## src/rtl/pwm_slice_pkg.sv

```systemverilog
package pwm_slice_pkg;
  typedef enum logic [1:0] {
    DIV_FREE = 2'd0,
    DIV_GATE = 2'd1,
    DIV_RISE = 2'd2,
    DIV_FALL = 2'd3
  } div_mode_e;

  // packed MSB first: mode[5:4], inv_b[3], inv_a[2], pc[1], en[0]
  typedef struct packed {
    div_mode_e mode;
    logic      inv_b;
    logic      inv_a;
    logic      pc;
    logic      en;
  } ctrl_t;

  localparam int CTRL_W  = $bits(ctrl_t);
  localparam int ADV_BIT = 6;
  localparam int RET_BIT = 7;

  localparam int ADDR_CTRL = 0;
  localparam int ADDR_DIV  = 1;
  localparam int ADDR_CNT  = 2;
  localparam int ADDR_LVL  = 3;
  localparam int ADDR_TOP  = 4;
endpackage

```

## src/rtl/pwm_b_input.sv

```systemverilog
module pwm_b_input
  import pwm_slice_pkg::*;
#(
  parameter int SYNC = 2
) (
  input  logic      clk_i,
  input  logic      rst_ni,
  input  logic      b_i,
  input  div_mode_e mode_i,
  output logic      gate_o
);
  logic [SYNC-1:0] sync_q;
  logic            last_q;
  logic            b_s;

  assign b_s = sync_q[SYNC-1];

  always_ff @(posedge clk_i or negedge rst_ni) begin
    if (!rst_ni) begin
      sync_q <= '0;
      last_q <= 1'b0;
    end else begin
      sync_q <= {sync_q[SYNC-2:0], b_i};
      last_q <= b_s;
    end
  end

  always_comb begin
    unique case (mode_i)
      DIV_FREE: gate_o = 1'b1;
      DIV_GATE: gate_o = b_s;
      DIV_RISE: gate_o = b_s & ~last_q;
      default:  gate_o = ~b_s & last_q;
    endcase
  end
endmodule

```

## src/rtl/pwm_frac_div.sv

```systemverilog
module pwm_frac_div #(
  parameter int IW = 8,
  parameter int FW = 4
) (
  input  logic             clk_i,
  input  logic             rst_ni,
  input  logic             en_i,
  input  logic [IW+FW-1:0] div_i,
  output logic             tick_o
);
  localparam int DW = IW + FW;
  localparam logic [DW-1:0] ONE = DW'(1) << FW;

  logic [DW:0] acc_q, sum, dv;

  // integer part of 0 is treated as ratio 1.0
  assign dv     = (div_i < ONE) ? {1'b0, ONE} : {1'b0, div_i};
  assign sum    = acc_q + {1'b0, ONE};
  assign tick_o = en_i && (sum >= dv);

  always_ff @(posedge clk_i or negedge rst_ni) begin
    if (!rst_ni)   acc_q <= '0;
    else if (en_i) acc_q <= tick_o ? sum - dv : sum;
  end
endmodule

```

## src/rtl/pwm_counter.sv

```systemverilog
module pwm_counter #(
  parameter int CW = 16
) (
  input  logic          clk_i,
  input  logic          rst_ni,
  input  logic          en_i,
  input  logic          pc_i,
  input  logic [CW-1:0] top_i,
  input  logic          tick_i,
  input  logic          adv_i,
  input  logic          ret_i,
  input  logic          ld_i,
  input  logic [CW-1:0] ld_val_i,
  output logic [CW-1:0] count_o,
  output logic          wrap_o,
  output logic          adv_done_o,
  output logic          ret_done_o
);
  typedef struct packed {
    logic          wrap;
    logic          down;
    logic [CW-1:0] cnt;
  } step_t;

  function automatic step_t step(input logic [CW-1:0] c, input logic d,
                                 input logic [CW-1:0] top, input logic pc);
    step_t s;
    s = '{wrap: 1'b0, down: 1'b0, cnt: c + 1'b1};
    if (!pc) begin
      if (c >= top) s = '{wrap: 1'b1, down: 1'b0, cnt: '0};
    end else if (!d) begin
      if (c >= top) begin
        s.cnt  = (c == '0) ? '0 : c - 1'b1;
        s.down = 1'b1;
        s.wrap = (s.cnt == '0);
      end
    end else if (c != '0) begin
      s.cnt  = c - 1'b1;
      s.down = 1'b1;
      s.wrap = (s.cnt == '0);
    end
    return s;
  endfunction

  logic  down_q;
  step_t s1, s2, nxt;

  always_comb begin
    s1         = step(count_o, down_q, top_i, pc_i);
    s2         = step(s1.cnt, s1.down, top_i, pc_i);
    nxt        = '{wrap: 1'b0, down: down_q, cnt: count_o};
    adv_done_o = 1'b0;
    ret_done_o = 1'b0;
    if (en_i && !ld_i) begin
      if (adv_i) begin
        adv_done_o = 1'b1;
        nxt        = tick_i ? s2 : s1;
        nxt.wrap   = s1.wrap | (tick_i & s2.wrap);
      end else if (ret_i && tick_i) begin
        ret_done_o = 1'b1;
      end else if (tick_i) begin
        nxt = s1;
      end
    end
  end

  always_ff @(posedge clk_i or negedge rst_ni) begin
    if (!rst_ni) begin
      count_o <= '0;
      down_q  <= 1'b0;
      wrap_o  <= 1'b0;
    end else if (ld_i) begin
      count_o <= ld_val_i;
      down_q  <= 1'b0;
      wrap_o  <= 1'b0;
    end else begin
      count_o <= nxt.cnt;
      down_q  <= nxt.down;
      wrap_o  <= nxt.wrap;
    end
  end
endmodule

```

## src/rtl/pwm_slice.sv

```systemverilog
module pwm_slice
  import pwm_slice_pkg::*;
#(
  parameter int CW   = 16,
  parameter int IW   = 8,
  parameter int FW   = 4,
  parameter int AW   = 3,
  parameter int SYNC = 2
) (
  input  logic          clk_i,
  input  logic          rst_ni,
  input  logic          we_i,
  input  logic [AW-1:0] addr_i,
  input  logic [2*CW-1:0] wdata_i,
  input  logic [1:0]    be_i,
  input  logic          b_i,
  output logic          a_o,
  output logic          b_o,
  output logic          b_oe_o,
  output logic [CW-1:0] count_o,
  output logic          wrap_o,
  output logic          adv_pend_o,
  output logic          ret_pend_o
);
  localparam int DW = IW + FW;
  localparam logic [DW-1:0] DIV_ONE = DW'(1) << FW;

  ctrl_t         ctrl_q;
  logic [DW-1:0] div_q;
  logic [CW-1:0] top_q;
  logic [CW-1:0] lvl_q [2];
  logic          adv_q, ret_q;
  logic          ctrl_wr, cnt_ld, div_wr, top_wr, lvl_wr;
  logic          gate, tick, adv_done, ret_done;
  logic [1:0]    inv, pin;

  assign ctrl_wr = we_i && be_i[0] && (addr_i == AW'(ADDR_CTRL));
  assign div_wr  = we_i && be_i[0] && (addr_i == AW'(ADDR_DIV));
  assign cnt_ld  = we_i && be_i[0] && (addr_i == AW'(ADDR_CNT));
  assign top_wr  = we_i && be_i[0] && (addr_i == AW'(ADDR_TOP));
  assign lvl_wr  = we_i && (addr_i == AW'(ADDR_LVL));

  always_ff @(posedge clk_i or negedge rst_ni) begin
    if (!rst_ni) begin
      ctrl_q <= '0;
      div_q  <= DIV_ONE;
      top_q  <= '1;
      adv_q  <= 1'b0;
      ret_q  <= 1'b0;
      for (int i = 0; i < 2; i++) lvl_q[i] <= '0;
    end else begin
      if (ctrl_wr) ctrl_q <= ctrl_t'(wdata_i[CTRL_W-1:0]);
      adv_q <= (adv_q & ~adv_done) | (ctrl_wr & wdata_i[ADV_BIT]);
      ret_q <= (ret_q & ~ret_done) | (ctrl_wr & wdata_i[RET_BIT]);
      if (div_wr) div_q <= wdata_i[DW-1:0];
      if (top_wr) top_q <= wdata_i[CW-1:0];
      if (lvl_wr && be_i[0]) lvl_q[0] <= wdata_i[CW-1:0];
      if (lvl_wr && be_i[1]) lvl_q[1] <= wdata_i[2*CW-1:CW];
    end
  end

  pwm_b_input #(.SYNC(SYNC)) u_bin (
    .clk_i, .rst_ni, .b_i, .mode_i(ctrl_q.mode), .gate_o(gate)
  );

  pwm_frac_div #(.IW(IW), .FW(FW)) u_div (
    .clk_i, .rst_ni, .en_i(ctrl_q.en & gate), .div_i(div_q), .tick_o(tick)
  );

  pwm_counter #(.CW(CW)) u_cnt (
    .clk_i, .rst_ni,
    .en_i(ctrl_q.en), .pc_i(ctrl_q.pc), .top_i(top_q), .tick_i(tick),
    .adv_i(adv_q), .ret_i(ret_q), .ld_i(cnt_ld), .ld_val_i(wdata_i[CW-1:0]),
    .count_o, .wrap_o, .adv_done_o(adv_done), .ret_done_o(ret_done)
  );

  assign inv = {ctrl_q.inv_b, ctrl_q.inv_a};
  for (genvar ch = 0; ch < 2; ch++) begin : g_ch
    assign pin[ch] = (count_o < lvl_q[ch]) ^ inv[ch];
  end

  assign a_o        = pin[0];
  assign b_o        = pin[1];
  assign b_oe_o     = (ctrl_q.mode == DIV_FREE);
  assign adv_pend_o = adv_q;
  assign ret_pend_o = ret_q;
endmodule

```

## config.mk

```make
export PLATFORM = sky130hd
export DESIGN_NAME = pwm_slice
export DESIGN_NICKNAME = d
export VERILOG_FILES = /design/src/rtl/pwm_slice_pkg.sv /design/src/rtl/pwm_b_input.sv /design/src/rtl/pwm_frac_div.sv /design/src/rtl/pwm_counter.sv /design/src/rtl/pwm_slice.sv
export SDC_FILE = /design/constraint.sdc
export NUM_CORES = 1
export LEC_CHECK = 0
export ABC_AREA = 1
export BUFFER_PORTS_ARGS = -buffer_cell sky130_fd_sc_hd__buf_2
export CORE_MARGIN = 4
export CORE_UTILIZATION = 60
export CTS_BUF_LIST = sky130_fd_sc_hd__clkbuf_8 sky130_fd_sc_hd__clkbuf_16
export DETAILED_ROUTE_END_ITERATION = 8
export PLACE_DENSITY = 0.79
export SLEW_MARGIN = 15
export SYNTH_ARGS = -nofsm -noshare
export SYNTH_HDL_FRONTEND = slang
export SYNTH_HIERARCHICAL = 1
export SYNTH_SLANG_ARGS = --single-unit
```

## constraint.sdc

```tcl
create_clock -name clk_i -period 9.2 [get_ports clk_i]
set_input_delay 1.38 -clock clk_i [delete_from_list [all_inputs] [get_ports clk_i]]
set_output_delay 1.38 -clock clk_i [all_outputs]
set_load 0.01 [all_outputs]
```

==> Word level (Yosys, flattened, before mapping) <==
Index checks and enable logic that the tools add are counted.
{ "word_totals": {"out_inout_bits": 22, "register_bits": 102, "wordCells": 106, "in_bits": 41} }
{ "op_classes": {"mux": 28, "bitwise_logic": 17, "magnitude_cmp": 6, "add_sub_neg": 6, "n_eq_ne": 7, "reduce_logical": 25} }
{ "ops": {"columns": ["op", "count"], "rows": [
  ["$mux 18", 14],
  ["$logic_not 16->1", 6],
  ["$mux 16", 3],
  ["$add 16x1->16 const B", 2],
  ["$ge 16x16->1", 2],
  ["$lt 16x16->1", 2],
  ["$reduce_bool 16->1", 2],
  ["$sub 16x1->16 const B", 2],
  ["$mux 17", 1],
  ["$add 13x5->13 const B", 1],
  ["$ge 13x13->1", 1],
  ["$mux 13", 1],
  ["$sub 13x13->13", 1],
  ["$lt 12x5->1 const B", 1],
  ["$mux 12", 1],
  ["$logic_and 1x1->1", 11],
  ["$and 1x1->1", 8],
  ["$mux 1", 7],
  ["$eq 3x2->1 const B", 2],
  ["$not 1->1", 4],
  ["$eq 3x1->1 const B", 1],
  ["$eq 3x3->1 const B", 1],
  ["$logic_not 3->1", 1],
  ["$ne 3x2->1 const B", 1],
  ["10 further kinds", 13]
]} }

==> Logic depth before layout (Yosys ltp) <==
{ "depth": {"ltp_word": 17, "mapped_depth": 35} }

==> Cells and area by module <==
The synthesis kept the hierarchy.
{ "by_module_without_submodules": {"columns": ["module", "area_per_inst_um2", "cells_per_inst", "instances", "seq_area_each_um2"], "rows": [
  ["pwm_counter", 4710.8, 838, 1, 450.4],
  ["pwm_slice", 3480.8, 386, 1, 1722.9],
  ["pwm_frac_div", 1591.5, 256, 1, 325.3],
  ["pwm_b_input", 120.1, 15, 1, 75.1]
]} }

==> Least setup slack after synthesis <==
No wires, ideal clock.
{ "synth_timing": {"kind": "register to register", "start": "reg u_cnt.count_o[0]", "end": "reg u_cnt.count_o[4]", "arrival_time_ns": 3.660, "path_buffers": 2, "setup_ns": 0.124, "t_required_ns": 9.076, "synth_period_minus_slack_ns": 3.784, "stages_incl_launch_ff": 34, "slack_ns": 5.416, "path_cell_list": "dfrtp_1 inv_1 ha_1 nand2_1 nor2_1 nor2_1 nand2_1 nand2_1 nand2_1 nand2_2 nand3_4 buf_6 nand3_1 nand2_1 nand2_1 inv_1 ha_1 nand2_1 inv_1 o21ai_0 nand2_1 a21oi_1 nand3_1 inv_1 nand2_1 nand2_1 inv_1 buf_2 nand3_1 nand2_1 o22ai_1 nand2_1 nand2_1 nand3_1"} }
{ "synth_via": {"elab_chain_len": 14} }
{ "synth_lines": {"columns": ["element", "line_no", "source"], "rows": [
  ["start, declared", "pwm_counter.sv:14", "output logic [CW-1:0] count_o,"],
  ["start signal, assigned", "pwm_counter.sv:73", "count_o <= ld_val_i;"],
  ["start signal, assigned", "pwm_counter.sv:77", "count_o <= nxt.cnt;"],
  ["$sub 16x1->16 or $logic_not 16->1 (tied branches)", "pwm_counter.sv:33, pwm_counter.sv:38", null],
  ["$mux 16", "pwm_counter.sv:33", "s.cnt = (c == '0) ? '0 : c - 1'b1;"],
  ["$mux 18", "pwm_counter.sv:32", "if (c >= top) begin"],
  ["$mux 18", "pwm_counter.sv:31", "end else if (!d) begin"],
  ["$mux 18 *", "pwm_counter.sv:29", "if (!pc) begin"],
  ["$sub 16x1->16 or $logic_not 16->1 (tied branches)", "pwm_counter.sv:33, pwm_counter.sv:38", null],
  ["$mux 16", "pwm_counter.sv:33", null],
  ["$mux 18", "pwm_counter.sv:32", null],
  ["$mux 18", "pwm_counter.sv:31", null],
  ["$mux 18", "pwm_counter.sv:29", null],
  ["$mux 17", "pwm_counter.sv:57", "nxt = tick_i ? s2 : s1;"],
  ["$mux 18 *", "pwm_counter.sv:55", "if (adv_i) begin"],
  ["$mux 18 *", "pwm_counter.sv:54", "if (en_i && !ld_i) begin"],
  ["$mux 16 *", "pwm_counter.sv:72", "end else if (ld_i) begin"]
]} }
Mark *: on every way between the ends. The rest lies on a longest branch, timed or not. The select of a mux whose other input is x is not followed.
A chain may end at the register's enable or synchronous reset.

==> Worst setup path in the final report <==
{ "layout_timing": {"start": "reg u_cnt.count_o[3]", "end": "reg u_cnt.count_o[6]"} }
Same word-level chain as after synthesis.

==> flow_summary.ini <==
[status]
outcome = finished with violations
violations = design-rule violations

[cts]
cts_tree = built
cts.sinks = 102
cts_buffers = 9
cts.hold.buffers_added = 0
cts.path.max_buffers = 2
clockRootBuffer = clkbuf_16
cts_resized = 0
cts_setup_buffers = 0
clk_latency_ns = 0.37
cts.reportedPaths.clkPinSlew_ns = 0.09
cts.htree.levels = 3

[power]
power_density_mw_per_mm2 = 404
power.switching_mw = 2.49
combPwrFrac_pct = 70.9
power_leakage_nw = 5.54
seqPwrFrac_pct = 19.4
power_mw = 4.28
swShare_pct = 58.3
internal_power_mw = 1.78
peakVddDrop_uv = 222
power_frac_clock_pct = 9.7

[layout]
register_area_mm2 = 0.00257
utilization_pct = 66.3
syn2layout_area_growth_pct = 7.05
drive_gt1_share_pct = 15.0
finalNonFillerCells = 1755
multi_input_area_mm2 = 0.00629
antenna_cells = 0
nets = 1659
num-fill-cells = 1518
fin_area_mm2 = 0.0106

[logic_synthesis]
syn_area_mm2 = 0.00990
synth_warnings = 6
syn-instance-count = 1495
synth_cell_type_count = 45
async_flop_share_pct = 100
syn_area_per_cell_um2 = 6.62
synth_edf_count = 0
seq_area_frac_synth_pct = 26.0
synth_fp_nets = 1620
synth-seq-cells = 102
ys.flop_type = dfrtp_1

[setup_path]
crit_path_top_delay_cell = dfrtp_1
crit_start = u_cnt/count_o[3]
crit_type = register to register
crit_required_ns = 9.51
rr_startpoint = u_cnt/count_o[3]
max_stage_delay_ns = 0.75
endpoint = u_cnt/count_o[6]
end_kind = register
worstPathArrival_ns = 5.25
cpMostUsedCell = nand2_1
reg2reg_to = u_cnt/count_o[6]
start_kind = register
cp_max_fo = 16
r2r_cells = 28
rrSetupSlack_ns = 4.26

[route]
finalWirelength_um = 29400
route.detailed.drc = 15
antenna_left = 0
drt_pass1_iterations = 9
vias_per_cell = 5.63
drt_iter0_markers = 897
wl_per_cell_um = 16.7
vias = 9882

[floorplan]
die_h_um = 136
die_w_um = 136
dieArea_mm2 = 0.0186
rows = 46
pin_count = 63
initial_utilization_pct = 61.9
core-area_mm2 = 0.0160

[global_route]
grt_busiest_layer = met2
grt_pass1_wl_um = 47100
grt_overflow_total = 0
grt_pass1_vias = 9259
grt_max_degree = 73
gr-usage-met1_pct = 42.7
grt_use_met3_pct = 4.77
grt_antenna_before_repair = 0
globalRouteTotalUtil_pct = 32.4
met2_usage_pct = 52.6

[sta]
period_needed_ns = 4.94
setup_violations = 0
max_freq_mhz = 202
finalCritPeriodShare_pct = 53.7
relSlewSlack_pct = 39.1
setup_tns_ns = 0
fin_worst_skew_ns = 0.0135
drv_slew = 0
rsz0062_at_grt = no
finalHoldViolCount = 0
tightestPinTransition_ns = 0.914

[hold_path]
hp-class = register to register

[placed_design]
gp_congestion = 0.985
dp_cells = 1739
hpwl_um = 22500
port_buffers = 62
placed_area_mm2 = 0.0103

[job]
maxCapViolCount = 0
-- cells in the mapped netlist (all sizes together) (3+ instances only) --
master	instances	area, µm²
nor2	151	749
o21ai	95	513
nor3	12	65.1
clkbuf	7	26.3
dfrtp	85	2130
dfstp	17	447
o22ai	7	43.8
nor4	5	31.3
nand3b	3	22.5
a21oi	61	384
xor2	31	279
nand3	137	738
nand4	21	131
o211ai	3	22.5
buf	31	225
inv	210	791
nand2	515	2080
xnor2	11	96.3
ha	83	1040
-- critical path: cells and delay by family (launching register included) --
kind / cells / cell delay, ns
and+or+nand+nor: 22 / 2.60
DFF: 1 / 0.75
buffers and inverters: 3 / 0.72
adders and majority gates: 2 / 0.70
AOI/OAI and AO/OA: 1 / 0.11
-- metal layers --
metal	part of all wire (%)	wire, µm
met1	43	12600
met2	46	13400
met3	7.2	2110
met4	4.1	1210
met5	0	0
-- worst min path at each step --
stage / slack, ns / endpoint / depth (start not counted) / start
after floorplan: 0.33 / u_bin/sync_q[1] / 0 / u_bin/sync_q[0]
after global placement: 0.35 / u_bin/sync_q[1] / 0 / u_bin/sync_q[0]
after detailed placement: 0.34 / u_bin/sync_q[1] / 0 / u_bin/sync_q[0]
after CTS: 0.37 / u_bin/sync_q[1] / 0 / u_bin/sync_q[0]
after global routing: 0.38 / u_bin/sync_q[1] / 0 / u_bin/sync_q[0]
final: 0.37 / u_bin/sync_q[1] / 0 / u_bin/sync_q[0]
-- metrics by stage --
step                      hold slack (ns)  setup WS (ns)
after detailed placement            0.342           4.39
after CTS                           0.372           4.33
after global placement              0.348           4.39
after global routing                0.385           3.87
after floorplan                     0.331           5.42
final                               0.368           4.26
-- power by group through the flow --
stage                     combinational, mW  sequential [mW]  clock, mW
after floorplan                        2.32            0.724          0
after global placement                 2.92            0.830          0
after detailed placement               2.95            0.834          0
after CTS                              2.97            0.826      0.421
after global routing                   3.40            0.846      0.439
final                                  3.03            0.831      0.415
-- cell families after synthesis --
family / share of synthesized area (%)
DFF: 26.0
xor gates and xnor gates: 3.79
adders and majority gates: 10.7
AOI/OAI and AO/OA: 10.2
muxes: 0.152
and+or+nand+nor: 38.6
buffers and inverters: 10.6
-- layout make-up --
| cell class | instances | share of cell area [%] |
|---|---|---|
| Sequential cell | 102 | 24.3 |
| Timing Repair Buffer | 66 | 3.23 |
| Clock buffer | 9 | 2.12 |
| Multi-Input combinational cell | 1143 | 59.4 |
| Inverter | 212 | 7.53 |
| Clock inverter | 7 | 0.932 |
| Tap cell | 216 | 2.55 |
-- cell usage in the layout (no fill, tap or decap), drive strengths merged --
cell type  instances
nor2             151
a22o               1
inv              214
ha                83
clkbuf             9
a2111o             1
dfstp             17
buf               66
mux2               1
nand4             21
nand3            137
nand3b             3
o211ai             3
clkinv             5
a21oi             61
xor2              31
fa                 1
dfrtp             85
nor3              12
nand2            515
xnor2             11
a31oi              2
o21a               2
nor4               5
o22ai              7
o21ai             95
-- registers in the layout, indices dropped and copies added (netlist names), 2 cells and up --
signal,count
top_q,16
u_bin/sync_q,2
div_q,12
u_div/acc_q,13
lvl_q,32
u_cnt/count_o,16
ctrl_q,6
Power figures use the tool's default switching activity.
